`config.mk`:
```
export PLATFORM = sky130hd
export DESIGN_NAME = rsBank
export DESIGN_NICKNAME = d
export VERILOG_FILES = /design/src/rtl/rsPkg.sv /design/src/rtl/rsCtrl.sv /design/src/rtl/rsData.sv /design/src/rtl/rsBank.sv
export SDC_FILE = /design/constraint.sdc
export NUM_CORES = 1
export LEC_CHECK = 0
export ABC_CLOCK_PERIOD_IN_PS = 6480
export BUFFER_PORTS_ARGS = -buffer_cell sky130_fd_sc_hd__buf_2
export CORE_MARGIN = 4
export CORE_UTILIZATION = 50
export CTS_CLUSTER_DIAMETER = 30
export CTS_CLUSTER_SIZE = 24
export DETAILED_ROUTE_END_ITERATION = 6
export PLACE_DENSITY = 0.77
export SYNTH_ARGS = -nofsm -noshare
export SYNTH_HDL_FRONTEND = slang
export SYNTH_SLANG_ARGS = --single-unit
```
`constraint.sdc`:
```
create_clock -name clk -period 6.48 [get_ports clk]
set_input_delay 0.972 -clock clk [delete_from_list [all_inputs] [get_ports clk]]
set_output_delay 0.972 -clock clk [all_outputs]
set_load 0.03 [all_outputs]
```
`src/rtl/rsPkg.sv`:
```
package rsPkg;
  localparam int RS_MAX   = 16;
  localparam int RS_IDX_W = $clog2(RS_MAX);

  typedef struct packed {
    logic [RS_MAX-1:0]   issueOh;
    logic [RS_IDX_W-1:0] dispIdx;
  } rsCtrlT;
endpackage

```
`src/rtl/rsCtrl.sv`:
```
module rsCtrl
  import rsPkg::*;
#(
  parameter int ENTRIES = 4
) (
  input  logic               clk,
  input  logic               rstN,
  input  logic               flush,
  input  logic               issueValid,
  input  logic               dispReady,
  input  logic [ENTRIES-1:0] readyVec,
  output logic               issueFull,
  output logic               dispValid,
  output rsCtrlT             ctrlOut
);
  localparam int IDX_W = $clog2(ENTRIES);
  localparam int AGE_W = $clog2(ENTRIES);

  logic [ENTRIES-1:0] busy, busyNext;
  logic [AGE_W-1:0]   age [ENTRIES];
  logic [AGE_W-1:0]   ageNext [ENTRIES];
  logic [IDX_W-1:0]   freeIdx, bestIdx;
  logic [AGE_W-1:0]   bestAge;
  logic               bestFound, doIssue, fire;

  always_comb begin
    freeIdx = '0;
    for (int i = ENTRIES - 1; i >= 0; i--) begin
      if (!busy[i]) freeIdx = IDX_W'(i);
    end
  end

  always_comb begin
    bestFound = 1'b0;
    bestIdx   = '0;
    bestAge   = '0;
    for (int i = 0; i < ENTRIES; i++) begin
      if (busy[i] && readyVec[i] && (!bestFound || age[i] > bestAge)) begin
        bestFound = 1'b1;
        bestIdx   = IDX_W'(i);
        bestAge   = age[i];
      end
    end
  end

  assign issueFull = &busy;
  assign doIssue   = issueValid && !issueFull && !flush;
  assign dispValid = bestFound;
  assign fire      = bestFound && dispReady && !flush;

  always_comb begin
    ctrlOut = '0;
    if (doIssue) ctrlOut.issueOh[freeIdx] = 1'b1;
    ctrlOut.dispIdx = RS_IDX_W'(bestIdx);
  end

  always_comb begin
    for (int i = 0; i < ENTRIES; i++) begin
      busyNext[i] = busy[i];
      ageNext[i]  = age[i];
      if (flush) begin
        busyNext[i] = 1'b0;
        ageNext[i]  = '0;
      end else if (ctrlOut.issueOh[i]) begin
        busyNext[i] = 1'b1;
        ageNext[i]  = '0;
      end else if (fire && IDX_W'(i) == bestIdx) begin
        busyNext[i] = 1'b0;
        ageNext[i]  = '0;
      end else if (busy[i]) begin
        ageNext[i] = age[i] + AGE_W'(doIssue)
                   - AGE_W'(fire && age[i] > bestAge);
      end
    end
  end

  always_ff @(posedge clk) begin
    if (!rstN) begin
      busy <= '0;
      for (int i = 0; i < ENTRIES; i++) age[i] <= '0;
    end else begin
      busy <= busyNext;
      for (int i = 0; i < ENTRIES; i++) age[i] <= ageNext[i];
    end
  end
endmodule

```
`src/rtl/rsData.sv`:
```
module rsData
  import rsPkg::*;
#(
  parameter int ENTRIES = 4,
  parameter int OP_W    = 4,
  parameter int DATA_W  = 16,
  parameter int TAG_W   = 4
) (
  input  logic               clk,
  input  logic               rstN,
  input  rsCtrlT             ctrlIn,
  input  logic [OP_W-1:0]    issueOp,
  input  logic [TAG_W-1:0]   issueTagA,
  input  logic [DATA_W-1:0]  issueValA,
  input  logic [TAG_W-1:0]   issueTagB,
  input  logic [DATA_W-1:0]  issueValB,
  input  logic [TAG_W-1:0]   issueDest,
  input  logic               busValid,
  input  logic [TAG_W-1:0]   busTag,
  input  logic [DATA_W-1:0]  busVal,
  output logic [ENTRIES-1:0] readyVec,
  output logic [OP_W-1:0]    dispOp,
  output logic [DATA_W-1:0]  dispValA,
  output logic [DATA_W-1:0]  dispValB,
  output logic [TAG_W-1:0]   dispDest
);
  localparam int IDX_W = $clog2(ENTRIES);

  logic [OP_W-1:0]   opQ  [ENTRIES];
  logic [DATA_W-1:0] valA [ENTRIES];
  logic [DATA_W-1:0] valB [ENTRIES];
  logic [TAG_W-1:0]  tagA [ENTRIES];
  logic [TAG_W-1:0]  tagB [ENTRIES];
  logic [TAG_W-1:0]  dest [ENTRIES];
  logic              busLive, newHitA, newHitB, unusedBits;
  logic [IDX_W-1:0]  selIdx;

  assign busLive = busValid && (busTag != '0);
  assign newHitA = busLive && (issueTagA == busTag);
  assign newHitB = busLive && (issueTagB == busTag);
  assign selIdx  = ctrlIn.dispIdx[IDX_W-1:0];
  assign unusedBits = ^{ctrlIn.issueOh, ctrlIn.dispIdx};

  always_ff @(posedge clk) begin
    if (!rstN) begin
      for (int i = 0; i < ENTRIES; i++) begin
        opQ[i]  <= '0;
        valA[i] <= '0;
        valB[i] <= '0;
        tagA[i] <= '0;
        tagB[i] <= '0;
        dest[i] <= '0;
      end
    end else begin
      for (int i = 0; i < ENTRIES; i++) begin
        if (ctrlIn.issueOh[i]) begin
          opQ[i]  <= issueOp;
          dest[i] <= issueDest;
          tagA[i] <= newHitA ? '0 : issueTagA;
          valA[i] <= newHitA ? busVal : issueValA;
          tagB[i] <= newHitB ? '0 : issueTagB;
          valB[i] <= newHitB ? busVal : issueValB;
        end else begin
          if (busLive && tagA[i] == busTag) begin
            tagA[i] <= '0;
            valA[i] <= busVal;
          end
          if (busLive && tagB[i] == busTag) begin
            tagB[i] <= '0;
            valB[i] <= busVal;
          end
        end
      end
    end
  end

  always_comb begin
    for (int i = 0; i < ENTRIES; i++)
      readyVec[i] = (tagA[i] == '0) && (tagB[i] == '0);
  end

  assign dispOp   = opQ[selIdx];
  assign dispValA = valA[selIdx];
  assign dispValB = valB[selIdx];
  assign dispDest = dest[selIdx];
endmodule

```
`src/rtl/rsBank.sv`:
```
module rsBank
  import rsPkg::*;
#(
  parameter int ENTRIES = 4,
  parameter int OP_W    = 4,
  parameter int DATA_W  = 16,
  parameter int TAG_W   = 4
) (
  input  logic              clk,
  input  logic              rstN,
  input  logic              flush,
  input  logic              issueValid,
  input  logic [OP_W-1:0]   issueOp,
  input  logic [TAG_W-1:0]  issueTagA,
  input  logic [DATA_W-1:0] issueValA,
  input  logic [TAG_W-1:0]  issueTagB,
  input  logic [DATA_W-1:0] issueValB,
  input  logic [TAG_W-1:0]  issueDest,
  output logic              issueFull,
  input  logic              busValid,
  input  logic [TAG_W-1:0]  busTag,
  input  logic [DATA_W-1:0] busVal,
  output logic              dispValid,
  input  logic              dispReady,
  output logic [OP_W-1:0]   dispOp,
  output logic [DATA_W-1:0] dispValA,
  output logic [DATA_W-1:0] dispValB,
  output logic [TAG_W-1:0]  dispDest
);
  rsCtrlT             ctrlBus;
  logic [ENTRIES-1:0] readyVec;

  rsCtrl #(.ENTRIES(ENTRIES)) u_ctrl (
    .clk(clk), .rstN(rstN), .flush(flush), .issueValid(issueValid),
    .dispReady(dispReady), .readyVec(readyVec), .issueFull(issueFull),
    .dispValid(dispValid), .ctrlOut(ctrlBus)
  );

  rsData #(.ENTRIES(ENTRIES), .OP_W(OP_W), .DATA_W(DATA_W), .TAG_W(TAG_W)) u_data (
    .clk(clk), .rstN(rstN), .ctrlIn(ctrlBus),
    .issueOp(issueOp), .issueTagA(issueTagA), .issueValA(issueValA),
    .issueTagB(issueTagB), .issueValB(issueValB), .issueDest(issueDest),
    .busValid(busValid), .busTag(busTag), .busVal(busVal),
    .readyVec(readyVec), .dispOp(dispOp), .dispValA(dispValA),
    .dispValB(dispValB), .dispDest(dispDest)
  );
endmodule

```
### Word-level counts from Yosys, hierarchy flattened

Memories as Yosys holds them, arrays and structs flattened.
Index checks and enable logic that the tools add are counted.

| storage, ports and cells | value |
|---|---|
| register bits | 4 |
| memory bits (writable) | 200 |
| bits of input ports | 74 |
| output and inout port bits | 42 |
| word-level logic and storage cells | 281 |
| memories kept | 7 |

| operators by class | value |
|---|---|
| add/sub/neg operators | 8 |
| $lt $le $gt $ge | 9 |
| equal/unequal tests | 13 |
| multiplexer cells | 136 |
| bitwise logic cells | 45 |
| reductions and logical operators | 59 |

Memory list:

| name | words | bits a word | read ports | clocked after Yosys merged registers in | wr ports | RTL line | RTL |
|---|---|---|---|---|---|---|---|
| u_data.valA | 4 | 16 | 1 | 0 | 4 | rsData.sv:30 | `logic [DATA_W-1:0] valA [ENTRIES];` |
| u_data.valB | 4 | 16 | 1 | 0 | 4 | rsData.sv:31 | `logic [DATA_W-1:0] valB [ENTRIES];` |
| u_data.dest | 4 | 4 | 1 | 0 | 4 | rsData.sv:34 | `logic [TAG_W-1:0] dest [ENTRIES];` |
| u_data.opQ | 4 | 4 | 1 | 0 | 4 | rsData.sv:29 | `logic [OP_W-1:0] opQ [ENTRIES];` |
| u_data.tagA | 4 | 4 | 4 | 0 | 4 | rsData.sv:32 | `logic [TAG_W-1:0] tagA [ENTRIES];` |
| u_data.tagB | 4 | 4 | 4 | 0 | 4 | rsData.sv:33 | `logic [TAG_W-1:0] tagB [ENTRIES];` |
| +1 memories | -- | -- | -- | -- | -- | -- |  |

Operators by type and width:

| kind | count |
|---|---|
| two-way mux 16 bit | 18 |
| two-way mux 4 bit | 27 |
| two-way mux 1 bit | 60 |
| two-way mux 2 bit | 30 |
| bitwise OR 1 bit | 44 |
| equality test 4 bit | 10 |
| logical AND 1 bit | 35 |
| logical NOT 4 bit | 8 |
| greater-than comparator 2 bit | 7 |
| adder 2 x 1 -> 2 bit | 4 |
| nonzero test 2 bit | 4 |
| subtractor 2 x 1 -> 2 bit | 4 |
| logical NOT 1 bit | 5 |
| less-than comparator 2 x 5 -> 1 bit (second input constant) | 1 |
| equality test 2 bit (first input constant) | 2 |
| AND reduction 4 bit | 1 |
| nonzero test 4 bit | 1 |
| logical OR 1 bit | 3 |
| demux 1 bit (select 2 bit) | 1 |
| equality test 1 x 2 -> 1 bit (first input constant) | 1 |
| greater-or-equal comparator 2 x 1 -> 1 bit (second input constant) | 1 |
| logical NOT 2 bit | 1 |
| OR reduction 2 bit | 1 |
| NOT 1 bit | 1 |

### Logic depth before layout (Yosys ltp)

An unclocked memory read counts as a cell.

| depth | value |
|---|---|
| depth in word-level cells | 26 |
| depth in mapped cells | 30 |
| mapped depth without buffers | 30 |

### Modules after synthesis

From an unflattened synthesis, not the netlist that was laid out.

| unflattened totals | value |
|---|---|
| cells, all modules | 762 |
| area total of the unflattened synthesis | 10592.7 um^2 |

Modules (own cells, without submodules):

| module | times used | cells an instance | area each (um^2) | seq. area each (um^2) |
|---|---|---|---|---|
| rsData | 1 | 598 | 9228.9 | 5765.5 |
| rsCtrl | 1 | 164 | 1363.8 | 240.2 |

### Worst setup path before layout

Ideal clock, no wire load.

| path | value |
|---|---|
| path kind | flip-flop to flip-flop |
| start point | memory u_data.tagA[0][3] |
| end point | memory u_ctrl.age[3][1] (netlist bit) |
| setup time | 114 ps |
| data arrival time | 5893 ps |
| required time | 6366 ps |
| slack | 473 ps |
| stages on the path, launching flop included | 30 |
| path buffers | 1 |
| period minus slack after synthesis | 6007 ps |
| cells stage by stage | edfxtp_1 nor4_2 and4_1 nand2_1 ha_1 nor2b_1 o21a_1 a41oi_1 a32oi_1 ha_1 nor2b_1 o21ai_1 a21o_1 mux2i_1 inv_1 ha_1 nor2b_1 o21ai_0 a21oi_2 buf_2 mux2i_1 ha_1 a211oi_1 ha_1 inv_1 ha_1 xor2_1 nand2_1 xor2_1 a2111oi_0 |

RTL lines:

| what | RTL line | RTL |
|---|---|---|
| from (decl) | rsData.sv:32 |  |
| to (decl) | rsCtrl.sv:20 | `logic [AGE_W-1:0] age [ENTRIES];` |

==> flow_summary_export.csv <==
group,metric,value,unit
final_layout,final_layout_size_suffix_gt1_share,30.47,%
route,drt_iter0_markers,1176,
sta,timing.fmax,154.4,MHz
power,finalPower,3.858,mW
clocking,cts-root-to-sink-buffers,3,
worst_setup_path,critical-path-max-stage-delay,440,ps
worst_setup_path,crit_type,"flop to output pin",
route,routed_wl,31.95,mm
worst_setup_path,critical_path_buf_inv_count,5,
logic_synthesis,syn_avg_cell_area,12.49,um^2
sta,final_setup_violation_count,0,
logic_synthesis,synth-seq-cells,204,
floorplanning,die_w,152.5,um
sta,worst-slew-pin-transition,1246,ps
sta,setup_skew_after_layout,41.93,ps
global_route,grt_first_pass_wirelength,45.04,mm
clocking,clkSinkCount,204,
floorplanning,die_area,23250,um^2
worst_setup_path,critPathSlowestCell,"sky130_fd_sc_hd__edfxtp_1",
power,power_density,287.5,nW/um^2
worst_setup_path,worst-endpoint-arrival,5500,ps
power,power_frac_clock,52.0,%
power,intPower,2.924,mW
sta,final_max_slew_viol_count,0,
worst_setup_path,setup.worst_path.start_class,"flop",
run_status,outcome,"finished, final reports clean",
logic_synthesis,post_synth_inst_count,836,
global_route,grt_pass1_vias,7981,
clocking,clock_tree_from_tritoncts,"built",
floorplanning,vertical_die_dimension,152.5,um
sta,grt_setup_unrepaired,"true",
clocking,ctsHoldBuffers,0,
route,routed_via_density,6.515,
power,power_switching,0.9340,mW
place,placed_instance_area,11210,um^2
sta,post-route-period-util,99.93,%
route,drt_pass1_iterations,7,
route,detail_route.drc_violations,0,
logic_synthesis,summed_instance_area_of_the_synthesized_netlist,10440,um^2
sta,final.setup.tns,0,ps
power,p_seq_share,40.1,%
worst_setup_path,worst-endpoint-required,5510,ps
sta,timing.slew.headroom,16.69,%
floorplanning,ios,116,
power,relative_contribution_of_combinational_cells_to_total_power,7.9,%
sta,final-hold-violation-count,0,
logic_synthesis,asyncSetResetFlopFracSynth,0,%
final_layout,count_of_nets_after_finishing,1055,
route,route.vias.total,8202,
logic_synthesis,synth.net_count,932,
power,ir_drop,0.0002298,V
place,dp_hpwl,17.74,mm
worst_setup_path,cp_dominant_cell_by_count,"sky130_fd_sc_hd__nor2b_4",
logic_synthesis,yosysWarningCount,0,
floorplanning,core-area,20360,um^2
hold_path,hold_path.class,"flop to flop",
power,p_sw_share,24.21,%
clocking,clock_insertion_delay_worst_skew,540,ps
final_layout,layout.core_utilization,65.89,%
clocking,cts_max_level,2,
floorplanning,core.rowCount,52,
logic_synthesis,synth_edf_count,192,
final_layout,syn2layout_area_growth,28.55,%
final_layout,design_area,13420,um^2
place,gp_congestion,0.8881,
logic_synthesis,yosysSeqAreaShare,57.54,%
floorplanning,floorplan.initialDensity,51.25,%
global_route,number_of_antenna_violations_at_the_first_check_in_global_routing,1,
global_route,pin_count_of_the_biggest_net_entering_global_routing,44,
place,port_buffers,115,
power,leakage_power,5.351,nW
sta,finalHoldWorstSlack,555.6,ps
worst_setup_path,critPathCaptureType,"output pin",
worst_setup_path,kind_of_cell_adding_the_most_delay_to_the_critical_path,"compound AO/OA/AOI/OAI gates",
sta,timing.final.crit_period,6476,ps
worst_setup_path,worst-path-max-fanout,8,
route,wl_per_cell,25.38,um
run,cap_viol_max_count,0,
logic_synthesis,yosysUniqueCellTypes,56,
clocking,cts_buffer_count,39,
clocking,clk_transition_reported_paths,40,ps
global_route,track_usage,24.47,%
logic_synthesis,synth_top_flop_cell,"sky130_fd_sc_hd__edfxtp_1",
clocking,clock_tree.root_cell,"sky130_fd_sc_hd__clkbuf_16",
global_route,globalRouteOverflowTotal,0,
route,final_antenna_net_count,0,
-- worst paths after layout --
path / endpoint / cells after the start / start / slack (ps)
worst max-delay path: dispValA[6] / 25 / u_data.tagB[0][1] / 4
worst min-delay path: u_ctrl.age[1][0] / 2 / u_ctrl.age[1][0] / 560
worst max register to register: u_ctrl.age[1][1] / 29 / u_data.tagB[0][1] / 100
worst min register to register: u_ctrl.age[1][0] / 2 / u_ctrl.age[1][0] / 560
-- worst reg2reg max path: cells and delay by family (launching register included) --
family	cells	cell delay, ps
adder cells (fa/ha/maj)	6	1620
AO/OA/AOI/OAI	8	1520
AND/OR/NAND/NOR	8	1390
multiplexers	2	710
flip-flops	1	440
XOR/XNOR	2	310
buffers and inverters	3	270
-- layout make-up --
cell class | count | area, um^2
clock inverter | 27 | 322.8
tap | 270 | 337.8
antenna | 1 | 2.502
clock buffer | 43 | 1001
sequential | 204 | 6006
fill | 1366 | 6947
multi-input combinational | 544 | 4383
inverter | 14 | 52.55
timing repair buffer | 156 | 1313
-- cells by family after synthesis --
family	after synthesis	share of synthesized area (%)
buf+inv	88	3.836
flops	204	57.54
compound gates	250	19.49
simple gates	214	11.45
xor+xnor	48	4.028
mux	10	1.019
fa+ha+maj	22	2.637
-- cell usage after synthesis (3+ instances only) --
master / n / area share [%]
sky130_fd_sc_hd__a2111oi_0: 4 / 0.34
sky130_fd_sc_hd__a211oi_1: 5 / 0.36
sky130_fd_sc_hd__a21oi_1: 9 / 0.43
sky130_fd_sc_hd__a22o_1: 128 / 11
sky130_fd_sc_hd__a22oi_1: 80 / 5.8
sky130_fd_sc_hd__and2_1: 40 / 2.4
sky130_fd_sc_hd__and3_1: 25 / 1.5
sky130_fd_sc_hd__buf_1: 16 / 0.58
sky130_fd_sc_hd__buf_2: 38 / 1.8
sky130_fd_sc_hd__buf_6: 3 / 0.32
sky130_fd_sc_hd__clkbuf_1: 17 / 0.61
sky130_fd_sc_hd__dfxtp_1: 12 / 2.3
sky130_fd_sc_hd__edfxtp_1: 192 / 55
sky130_fd_sc_hd__ha_1: 22 / 2.6
sky130_fd_sc_hd__inv_1: 14 / 0.50
sky130_fd_sc_hd__mux2i_1: 8 / 0.77
sky130_fd_sc_hd__nand2_1: 61 / 2.2
sky130_fd_sc_hd__nand2b_1: 4 / 0.24
sky130_fd_sc_hd__nand3_1: 16 / 0.77
sky130_fd_sc_hd__nand4_1: 4 / 0.24
sky130_fd_sc_hd__nor2_1: 19 / 0.68
sky130_fd_sc_hd__nor2b_1: 10 / 0.60
sky130_fd_sc_hd__nor3_1: 8 / 0.38
sky130_fd_sc_hd__nor4_1: 8 / 0.48
sky130_fd_sc_hd__o21ai_0: 6 / 0.29
sky130_fd_sc_hd__o21ai_2: 4 / 0.34
sky130_fd_sc_hd__xnor2_1: 21 / 1.8
sky130_fd_sc_hd__xor2_1: 27 / 2.3
-- metrics by stage --
stage	worst slack, ps	cells
2_1_floorplan	472.7	836
3_3_place_gp	230.4	1165
3_5_place_dp	-118.9	1165
4_1_cts	1.033	1243
5_1_grt	-163.3	1259
6_report	4.266	1259
-- cell usage in the layout (no fill, tap or decap), types with 6 or more instances in the layout --
master                      instances
sky130_fd_sc_hd__edfxtp_1         192
sky130_fd_sc_hd__a22o_1           128
sky130_fd_sc_hd__buf_2             75
sky130_fd_sc_hd__nand2_1           55
sky130_fd_sc_hd__clkbuf_16         44
sky130_fd_sc_hd__a22oi_1           43
sky130_fd_sc_hd__and2_1            40
sky130_fd_sc_hd__a22oi_2           37
sky130_fd_sc_hd__buf_6             37
sky130_fd_sc_hd__buf_4             30
sky130_fd_sc_hd__xor2_1            27
sky130_fd_sc_hd__and3_1            25
sky130_fd_sc_hd__xnor2_1           21
sky130_fd_sc_hd__ha_1              20
sky130_fd_sc_hd__nor2_1            19
sky130_fd_sc_hd__nand3_1           16
sky130_fd_sc_hd__inv_1             13
sky130_fd_sc_hd__dfxtp_1           12
sky130_fd_sc_hd__nor4_1             8
sky130_fd_sc_hd__a21oi_1            8
sky130_fd_sc_hd__nor3_1             8
sky130_fd_sc_hd__nand2_2            6
sky130_fd_sc_hd__mux2i_1            6
sky130_fd_sc_hd__inv_6              6
sky130_fd_sc_hd__buf_12             6
-- routing by layer --
layer / vias to the layer above / track usage [%] / part of all wire, %
li1: 3526 / - / -
met1: 3967 / 33.86 / 37
met2: 623 / 38.80 / 48
met3: 86 / 4.345 / 12
met4: 0 / 9.588 / 2.5
met5: - / 0 / 0
-- power groups by stage --
stage	Sequential (mW)	Combinational (mW)	Clock [mW]
after detailed placement	1.56	0.263	0
after global placement	1.56	0.258	0
after CTS	1.54	0.267	2.01
final	1.55	0.305	2.01
after floorplan	1.56	0.162	0
after global routing	1.55	0.322	2.09
-- state kept, by name (all words and copies together), names as in the netlist --
register and flops:
u_data.tagA 16, u_data.tagB 16, u_data.opQ 16, u_data.valB 64, u_ctrl.busy 4, u_data.dest 16
u_ctrl.age 8, u_data.valA 64
-- timing repair --
item / CTS / global route
cloned: 2 / 8
pin swaps: 4 / 38
resized for setup: 14 / 166
setup endpoints to repair: 43 / 47
buffers inserted: 6 / 8
(Power assumes the default switching activity.)
